===== src/rtl/dcs_pkg.sv =====
// Shared types for the descriptor channel sequencer.
// Assumes a 32-bit descriptor word; the control half-word layout is fixed.
package dcs_pkg;

    typedef enum logic [3:0] {
        S_IDLE, S_FNXT, S_FCTL, S_FBUF, S_PRD, S_PWR,
        S_MRD, S_TX, S_RX, S_MWR, S_WEND, S_DONE
    } dcs_state_e;

    localparam logic [1:0] CMD_TOMEM   = 2'd1;
    localparam logic [1:0] CMD_FROMMEM = 2'd2;

    typedef struct packed {
        logic [3:0] npio;
        logic       flush;
        logic       halt;
        logic       wend;
        logic       dsem;
        logic       irq;
        logic       chain;
        logic [1:0] cmd;
    } dcs_ctl_t;

    // Unpack the control half-word into its fields.
    function automatic dcs_ctl_t dcs_decode(input logic [15:0] w);
        dcs_ctl_t c;
        c.cmd   = w[1:0];
        c.chain = w[2];
        c.irq   = w[3];
        c.dsem  = w[6];
        c.wend  = w[7];
        c.halt  = w[8];
        c.flush = w[9];
        c.npio  = w[15:12];
        return c;
    endfunction

endpackage


===== src/rtl/dcs_sema.sv =====
// Channel semaphore: adds written values (saturating), decrements by one
// on request when nonzero. Assumes clr has priority over everything.
module dcs_sema #(
    parameter int W = 8
) (
    input  logic         clk,
    input  logic         rst_n,
    input  logic         clr,
    input  logic         inc,
    input  logic [W-1:0] inc_val,
    input  logic         dec,
    output logic [W-1:0] cnt
);
    localparam logic [W:0] MAXV = {1'b0, {W{1'b1}}};

    logic [W:0] sum;

    // Next value: add, then take one away, then clamp.
    always_comb begin
        sum = {1'b0, cnt} + (inc ? {1'b0, inc_val} : '0)
              - ((dec && cnt != '0) ? {{W{1'b0}}, 1'b1} : '0);
        if (sum > MAXV) sum = MAXV;
    end

    // Counter register.
    always_ff @(posedge clk) begin
        if (!rst_n || clr) cnt <= '0;
        else               cnt <= sum[W-1:0];
    end

    p_sema_dec_r8: assert property (@(posedge clk) disable iff (!rst_n || clr)
        (dec && !inc && cnt != '0) |=> (cnt == $past(cnt) - 1'b1));

endmodule


===== src/rtl/dcs_lanes.sv =====
// Word count and byte-lane mask for a byte count moved in whole words.
// Assumes word_idx stays below the word count while it is used.
module dcs_lanes #(
    parameter int CW  = 16,
    parameter int BEW = 4
) (
    input  logic [CW-1:0]  cnt,
    input  logic [CW-1:0]  word_idx,
    output logic           is_last,
    output logic [BEW-1:0] be
);
    localparam int LB = $clog2(BEW);

    logic [CW:0]   words;
    logic [LB-1:0] rem;

    assign words   = ({1'b0, cnt} + (CW+1)'(BEW - 1)) >> LB;
    assign rem     = cnt[LB-1:0];
    assign is_last = ({1'b0, word_idx} == words - 1'b1);

    // One enable per lane; only the last partial word trims lanes.
    for (genvar l = 0; l < BEW; l++) begin : g_lane
        assign be[l] = !is_last || (rem == '0) || (32'(rem) > l);
    end

endmodule


===== src/rtl/dcs_hold.sv =====
// Keeps a request asserted once offered: freeze may stop a request from
// starting but never withdraws one the partner has already seen.
// Assumes 'want' stays high until 'done' or 'abort'.
module dcs_hold (
    input  logic clk,
    input  logic rst_n,
    input  logic clr,
    input  logic want,
    input  logic freeze,
    input  logic done,
    input  logic abort,
    output logic out
);
    logic live;

    assign out = want && (live || !freeze);

    // Remember that a request was offered and not yet taken.
    always_ff @(posedge clk) begin
        if (!rst_n || clr)               live <= 1'b0;
        else if (abort || done || !want) live <= 1'b0;
        else if (out)                    live <= 1'b1;
    end

    p_hold_r11: assert property (@(posedge clk) disable iff (!rst_n || clr)
        (out && !done && !abort) |=> out);

endmodule


===== src/rtl/dma_chain_seq.sv =====
// One DMA channel that executes a linked list of command descriptors.
// Assumes one outstanding bus transaction, ack with optional error, and
// valid-ready streams on the peripheral side. AW must not exceed 32.
module dma_chain_seq
    import dcs_pkg::*;
#(
    parameter int AW     = 32,
    parameter int SEMA_W = 8
) (
    input  logic              clk,
    input  logic              rst_n,
    input  logic              chan_rst,
    input  logic              freeze,
    input  logic              cmd_addr_wr,
    input  logic [AW-1:0]     cmd_addr_wdata,
    input  logic              sema_wr,
    input  logic [SEMA_W-1:0] sema_wdata,
    output logic [SEMA_W-1:0] sema_val,
    output logic              busy,
    output logic              irq,
    output logic              err_bus,
    output logic              err_term,
    output logic              bus_req,
    output logic              bus_we,
    output logic [AW-1:0]     bus_addr,
    output logic [31:0]       bus_wdata,
    output logic [3:0]        bus_be,
    input  logic              bus_ack,
    input  logic              bus_err,
    input  logic [31:0]       bus_rdata,
    output logic              pio_wr,
    output logic [3:0]        pio_idx,
    output logic [31:0]       pio_data,
    output logic              tx_valid,
    input  logic              tx_ready,
    output logic [31:0]       tx_data,
    output logic [3:0]        tx_be,
    input  logic              rx_valid,
    output logic              rx_ready,
    input  logic [31:0]       rx_data,
    input  logic              per_end,
    input  logic              per_term
);
    localparam int DW  = 32;
    localparam int BEW = DW / 8;
    localparam int CW  = 16;

    dcs_state_e      st;
    dcs_ctl_t        ctl;
    logic [AW-1:0]   cur_addr, desc_addr, nxt_ptr, bufa;
    logic [CW-1:0]   cnt, widx;
    logic [3:0]      pio_k;
    logic [DW-1:0]   hold_word;
    logic            bus_want, ack_ok, ack_bad, term_hit, done_fire;
    logic            is_last, dec_now, go_on, start;
    logic [BEW-1:0]  lane_be;
    dcs_state_e      data_st, post_st;

    dcs_lanes #(.CW(CW), .BEW(BEW)) u_lanes (
        .cnt(cnt), .word_idx(widx), .is_last(is_last), .be(lane_be)
    );

    dcs_sema #(.W(SEMA_W)) u_sema (
        .clk(clk), .rst_n(rst_n), .clr(chan_rst), .inc(sema_wr),
        .inc_val(sema_wdata), .dec(done_fire && ctl.dsem), .cnt(sema_val)
    );

    dcs_hold u_bus_hold (
        .clk(clk), .rst_n(rst_n), .clr(chan_rst), .want(bus_want),
        .freeze(freeze), .done(bus_ack), .abort(1'b0), .out(bus_req)
    );

    dcs_hold u_tx_hold (
        .clk(clk), .rst_n(rst_n), .clr(chan_rst), .want(st == S_TX),
        .freeze(freeze), .done(tx_ready), .abort(term_hit), .out(tx_valid)
    );

    // Bus request decode per state.
    always_comb begin
        bus_want = 1'b1;
        bus_we   = 1'b0;
        bus_be   = '1;
        case (st)
            S_FNXT:  bus_addr = desc_addr;
            S_FCTL:  bus_addr = desc_addr + AW'(4);
            S_FBUF:  bus_addr = desc_addr + AW'(8);
            S_PRD:   bus_addr = desc_addr + AW'(12) + AW'({pio_k, 2'b00});
            S_MRD:   bus_addr = bufa + AW'({widx, 2'b00});
            S_MWR: begin
                bus_addr = bufa + AW'({widx, 2'b00});
                bus_we   = 1'b1;
                bus_be   = lane_be;
            end
            default: begin
                bus_addr = '0;
                bus_want = 1'b0;
            end
        endcase
    end

    // Step conditions shared by the state machine.
    always_comb begin
        ack_ok    = bus_req && bus_ack && !bus_err;
        ack_bad   = bus_req && bus_ack && bus_err;
        term_hit  = per_term && ctl.halt && (st == S_TX || st == S_RX);
        done_fire = (st == S_DONE) && !freeze;
        dec_now   = ctl.dsem && (sema_val != '0);
        go_on     = ctl.chain && ((sema_val - SEMA_W'(dec_now)) != '0);
        start     = sema_wr && (sema_wdata != '0);
        post_st   = ctl.wend ? S_WEND : S_DONE;
        if (ctl.cmd == CMD_FROMMEM && cnt != '0)    data_st = S_MRD;
        else if (ctl.cmd == CMD_TOMEM && cnt != '0) data_st = S_RX;
        else                                        data_st = post_st;
    end

    assign busy      = (st != S_IDLE);
    assign irq       = done_fire && ctl.irq;
    assign pio_wr    = (st == S_PWR) && !freeze;
    assign pio_idx   = pio_k;
    assign pio_data  = hold_word;
    assign tx_data   = hold_word;
    assign tx_be     = lane_be;
    assign bus_wdata = hold_word;
    assign rx_ready  = (st == S_RX) && !freeze;

    // Descriptor sequencing state machine.
    always_ff @(posedge clk) begin
        if (!rst_n || chan_rst) begin
            st        <= S_IDLE;
            cur_addr  <= '0;
            desc_addr <= '0;
            nxt_ptr   <= '0;
            bufa      <= '0;
            ctl       <= '0;
            cnt       <= '0;
            widx      <= '0;
            pio_k     <= '0;
            hold_word <= '0;
            err_bus   <= 1'b0;
            err_term  <= 1'b0;
        end else if (ack_bad) begin
            err_bus <= 1'b1;
            st      <= S_IDLE;
        end else if (term_hit) begin
            if (ctl.flush) err_term <= 1'b1;
            st <= S_IDLE;
        end else begin
            case (st)
                S_IDLE: begin
                    if (cmd_addr_wr) cur_addr <= cmd_addr_wdata;
                    if (start) begin
                        desc_addr <= cmd_addr_wr ? cmd_addr_wdata : cur_addr;
                        st        <= S_FNXT;
                    end
                end
                S_FNXT: if (ack_ok) begin
                    nxt_ptr <= bus_rdata[AW-1:0];
                    st      <= S_FCTL;
                end
                S_FCTL: if (ack_ok) begin
                    ctl <= dcs_decode(bus_rdata[15:0]);
                    cnt <= bus_rdata[31:16];
                    st  <= S_FBUF;
                end
                S_FBUF: if (ack_ok) begin
                    bufa  <= bus_rdata[AW-1:0];
                    pio_k <= '0;
                    widx  <= '0;
                    st    <= (ctl.npio != '0) ? S_PRD : data_st;
                end
                S_PRD: if (ack_ok) begin
                    hold_word <= bus_rdata;
                    st        <= S_PWR;
                end
                S_PWR: if (!freeze) begin
                    if (pio_k == ctl.npio - 1'b1) st <= data_st;
                    else begin
                        pio_k <= pio_k + 1'b1;
                        st    <= S_PRD;
                    end
                end
                S_MRD: if (ack_ok) begin
                    hold_word <= bus_rdata;
                    st        <= S_TX;
                end
                S_TX: if (tx_valid && tx_ready) begin
                    if (is_last) st <= post_st;
                    else begin
                        widx <= widx + 1'b1;
                        st   <= S_MRD;
                    end
                end
                S_RX: if (rx_valid && rx_ready) begin
                    hold_word <= rx_data;
                    st        <= S_MWR;
                end
                S_MWR: if (ack_ok) begin
                    if (is_last) st <= post_st;
                    else begin
                        widx <= widx + 1'b1;
                        st   <= S_RX;
                    end
                end
                S_WEND: if (per_end || (per_term && ctl.halt)) st <= S_DONE;
                S_DONE: if (!freeze) begin
                    cur_addr <= nxt_ptr;
                    if (go_on) begin
                        desc_addr <= nxt_ptr;
                        st        <= S_FNXT;
                    end else begin
                        st <= S_IDLE;
                    end
                end
                default: st <= S_IDLE;
            endcase
        end
    end

    p_idle_start_r2: assert property (@(posedge clk) disable iff (!rst_n || chan_rst)
        (!busy && !(sema_wr && sema_wdata != '0)) |=> !busy);

    p_irq_pulse_r9: assert property (@(posedge clk) disable iff (!rst_n || chan_rst)
        irq |=> !irq);

    p_lane_nonzero_r6: assert property (@(posedge clk) disable iff (!rst_n || chan_rst)
        (bus_req && bus_we) |-> (bus_be != '0));

    p_freeze_r11: assert property (@(posedge clk) disable iff (!rst_n || chan_rst)
        (freeze && !bus_req) |=> (!bus_req || !freeze));

    p_bus_sticky_r13: assert property (@(posedge clk) disable iff (!rst_n || chan_rst)
        err_bus |=> err_bus);

endmodule


===== config.mk =====
export PLATFORM = sky130hd
export DESIGN_NAME = dma_chain_seq
export DESIGN_NICKNAME = d
export VERILOG_FILES = /design/src/rtl/dcs_pkg.sv /design/src/rtl/dcs_sema.sv /design/src/rtl/dcs_lanes.sv /design/src/rtl/dcs_hold.sv /design/src/rtl/dma_chain_seq.sv
export SDC_FILE = /design/constraint.sdc
export NUM_CORES = 1
export LEC_CHECK = 0
export BUFFER_PORTS_ARGS = -buffer_cell sky130_fd_sc_hd__buf_2
export CAP_MARGIN = 40
export CORE_ASPECT_RATIO = 2
export CORE_MARGIN = 5
export CORE_UTILIZATION = 55
export DETAILED_ROUTE_END_ITERATION = 10
export MAX_ROUTING_LAYER = met4
export PLACE_DENSITY = 0.79
export SLEW_MARGIN = 20
export SYNTH_ARGS = -nofsm -noshare
export SYNTH_HDL_FRONTEND = slang
export SYNTH_HIERARCHICAL = 1
export SYNTH_SLANG_ARGS = --single-unit

===== constraint.sdc =====
create_clock -name clk -period 9.15 [get_ports clk]
set_clock_uncertainty 0.15 [all_clocks]
set_input_delay 0.4575 -clock clk [delete_from_list [all_inputs] [get_ports clk]]
set_output_delay 0.4575 -clock clk [all_outputs]
set_load 0.01 [all_outputs]

==> out/results.ini <==
[grt]
grt_pass1_vias = 14709
grt_pass1_wl_mm = 84.2
antenna_found_initial = 1
grtUsageTotal_pct = 36.9
grt_start_max_net_pins = 78
grt_overflow = 0

[routing]
drt_first_iter_violations = 1336
drt-total-wl_mm = 56.5
wire_per_inst_um = 23.3
drtPass1Iterations = 5
ant_nets = 0
drc = 0
vias = 15172
via_per_inst = 6.25

[run]
drv_cap = 0

[clock_tree]
h-tree-depth = 1
cts_buffers = 21
clkLatencyLatePin_ps = 540
cts_hold_buffers = 0
cts_sinks = 224
cts_max_path_buffers = 3
cts_root_buffer = clkbuf_16
clkTransAtPathRegs_ps = 70
postCtsSetupBuffers = 0
cts-resized-gates = 0
tritoncts = built

[synth]
syn_nets = 2100
yosys-top-cells-count = 330 x nand2_1, 224 x dfxtp_1, 208 x a21oi_1, 189 x nor2_1, 103 x mux2i_1
synth_top_cells_by_area = dfxtp_1 31%, nand2_1 8.5%, a21oi_1 7.1%, mux2i_1 7.0%, nor2_1 4.8%
synth-main-ff-cell = dfxtp_1
synth_top_area_share_pct = 30.7
synth_cells = 1934
yosysTopAreaCell = dfxtp_1
synth_edf_count = 0
yosysSeqAreaShare_pct = 30.7
ys_ff_latch = 224
async_reset_ff_share_pct = 0
synth_most_common_cell = nand2_1
ys_warn_count = 6
syn_area_um2 = 14600
postSynthAreaPerCell_um2 = 7.56
ys_types = 93

[sta]
finalSetupTns_ps = 0
setup_slack_ps = 3890
final-hold-violation-count = 0
setup_viol = 0
max_clock_freq_mhz = 190
rsz0062_at_grt = false
maxSlewViolCount = 0
slew_headroom_pct = 42.4
tightestPinTransition_ps = 858
fin_crit_ps = 5260
finalCritPeriodShare_pct = 57.4

[critical_path]
slowest_stage = a2111oi_4
critPathKind = reg2reg
slowest_delay_ps = 700
crit_required_ps = 9390
start_kind = flop
arrival_ps = 5500
crit_path_end_kind = flop
cp_max_fo = 11
crit_chain = nor2_1 -> xor2_1 -> ha_1 -> xor2_1 -> xnor2_1 -> o211a_1 -> o311ai_0 -> nor4_4 -> and3_1 -> or4_4 -> a2111oi_4 -> nand4_4 -> nor3_1 -> xnor2_1 -> nor2_1

[pwr]
pwr-share-seq_pct = 39.0
p_sw_w = 0.000920
p_int_w = 0.00182
p_sw_share_pct = 33.6
pwr-share-clk_pct = 33.7
p_leak_nw = 6.73
p_per_area_nw_per_um2 = 167
comb_power_share_pct = 27.3
finalPower_w = 0.00274
peakVddDrop_mv = 0.117

[place]
dp_cells = 2387
gp_congestion = 1.08
port_buffers = 270
dp_hpwl_mm = 43.6
place_ws_ps = 3920

[hold_path]
worstHoldPathType = in2reg

[die]
rows = 84
start_util_pct = 55.7
die_h_um = 241
core_area_um2 = 26300
die_area_um2 = 30200
die_width_um = 125
io_pins = 273

[final_layout]
layout.area.seq_um2 = 4480
multiInputGateArea_um2 = 9000
layout-drive-gt1-share_pct = 18.1
final_cells = 2427
area_delta_synth_final_pct = 12.3
nFillCells = 2443
nNetsFinal = 2235
final_util_pct = 62.5

[outcome]
status = finished clean

-- flip-flops by register name (all words and copies together), names as in the netlist --
name,flops
bufa,32
bus_wdata,32
cnt,16
ctl,12
cur_addr,32
desc_addr,32
err_bus,1
err_term,1
nxt_ptr,32
pio_idx,4
st,4
u_bus_hold/live,1
u_sema/cnt,8
u_tx_hold/live,1
widx,16
-- cell families (layout without fill, tap and decap cells) --
logic type,count (synthesis),in the layout,synth area share (%)
compound gates,462,462,19.8
other cells,2,3,0.0513
xor+xnor,74,74,4.58
simple gates,780,780,25.2
mux,104,104,7.15
flops,224,224,30.7
buf+inv,238,386,8.12
fa+ha+maj,50,50,4.43
-- area by class of cell --
class	count	area share (%)
Antenna cell	1	0.0152
Clock buffer	25	3.41
Clock inverter	11	0.869
Inverter	54	1.23
Multi-Input combinational cell	1472	54.8
Sequential cell	224	27.3
Tap cell	344	2.62
Timing Repair Buffer	296	9.72
-- critical path: cells and delay by family, from the launching register on --
| kind | cells | cell delay, ps |
|---|---|---|
| simple gates | 7 | 1920 |
| flops | 1 | 400 |
| xor+xnor | 4 | 700 |
| fa+ha+maj | 1 | 440 |
| compound gates | 3 | 1510 |
-- per-stage QoR --
step | hold WS, ps | area (µm²)
2_1_floorplan | 282 | 14600
3_3_place_gp | 287 | 15600
3_5_place_dp | 294 | 15700
4_1_cts | 57.7 | 16400
5_1_grt | 61.5 | 16400
6_report | 71.8 | 16400
-- path summary, 6_finish.rpt --
path            startpoint        to  slack (ps)  cells past startpoint
max                 cnt[1]  widx[12]        3890                     15
min          bus_rdata[11]  bufa[11]          70                      3
max reg2reg         cnt[1]  widx[12]        3890                     15
min reg2reg         ctl[6]    ctl[6]         300                      2
-- per-layer routing --
layer	wire length (µm)	GRT usage [%]	vias to the layer above
met1	18600	36.8	7110
met2	28500	65.3	770
met4	5550	28.6	0
met3	3880	4.34	269
met5	0	-	-
li1	-	-	7023
-- power groups by stage --
stage	Combinational [W]	Sequential (W)	Clock, W
floorplan	0.000512	0.00107	0
global placement	0.000699	0.00109	0
detailed placement	0.000715	0.00109	0
CTS	0.000722	0.00107	0.000929
global route	0.000804	0.00107	0.000970
finish	0.000746	0.00107	0.000923
-- layout by cell type, fill, tap and decap left out, types with 12 or more instances in the layout --
cell type / synthesis / routed
xnor2_1: 40 / 40
clkbuf_16: 0 / 21
inv_1: 53 / 53
a21oi_1: 208 / 208
a31oi_1: 22 / 21
ha_1: 47 / 47
nor2b_1: 13 / 13
nand4_1: 19 / 19
nand2_1: 330 / 330
buf_4: 70 / 18
a21o_1: 12 / 12
mux2i_1: 103 / 103
o21a_1: 15 / 15
nor3_1: 39 / 39
and3_1: 18 / 18
and2_1: 12 / 12
o211ai_1: 14 / 14
buf_2: 8 / 272
a211oi_1: 47 / 47
nor4_1: 25 / 25
xor2_1: 32 / 32
o21ai_0: 59 / 59
dfxtp_1: 224 / 224
nand3_1: 46 / 45
nor2_1: 189 / 185
or4_1: 14 / 14
No activity file was read; power rests on OpenSTA's default activity.
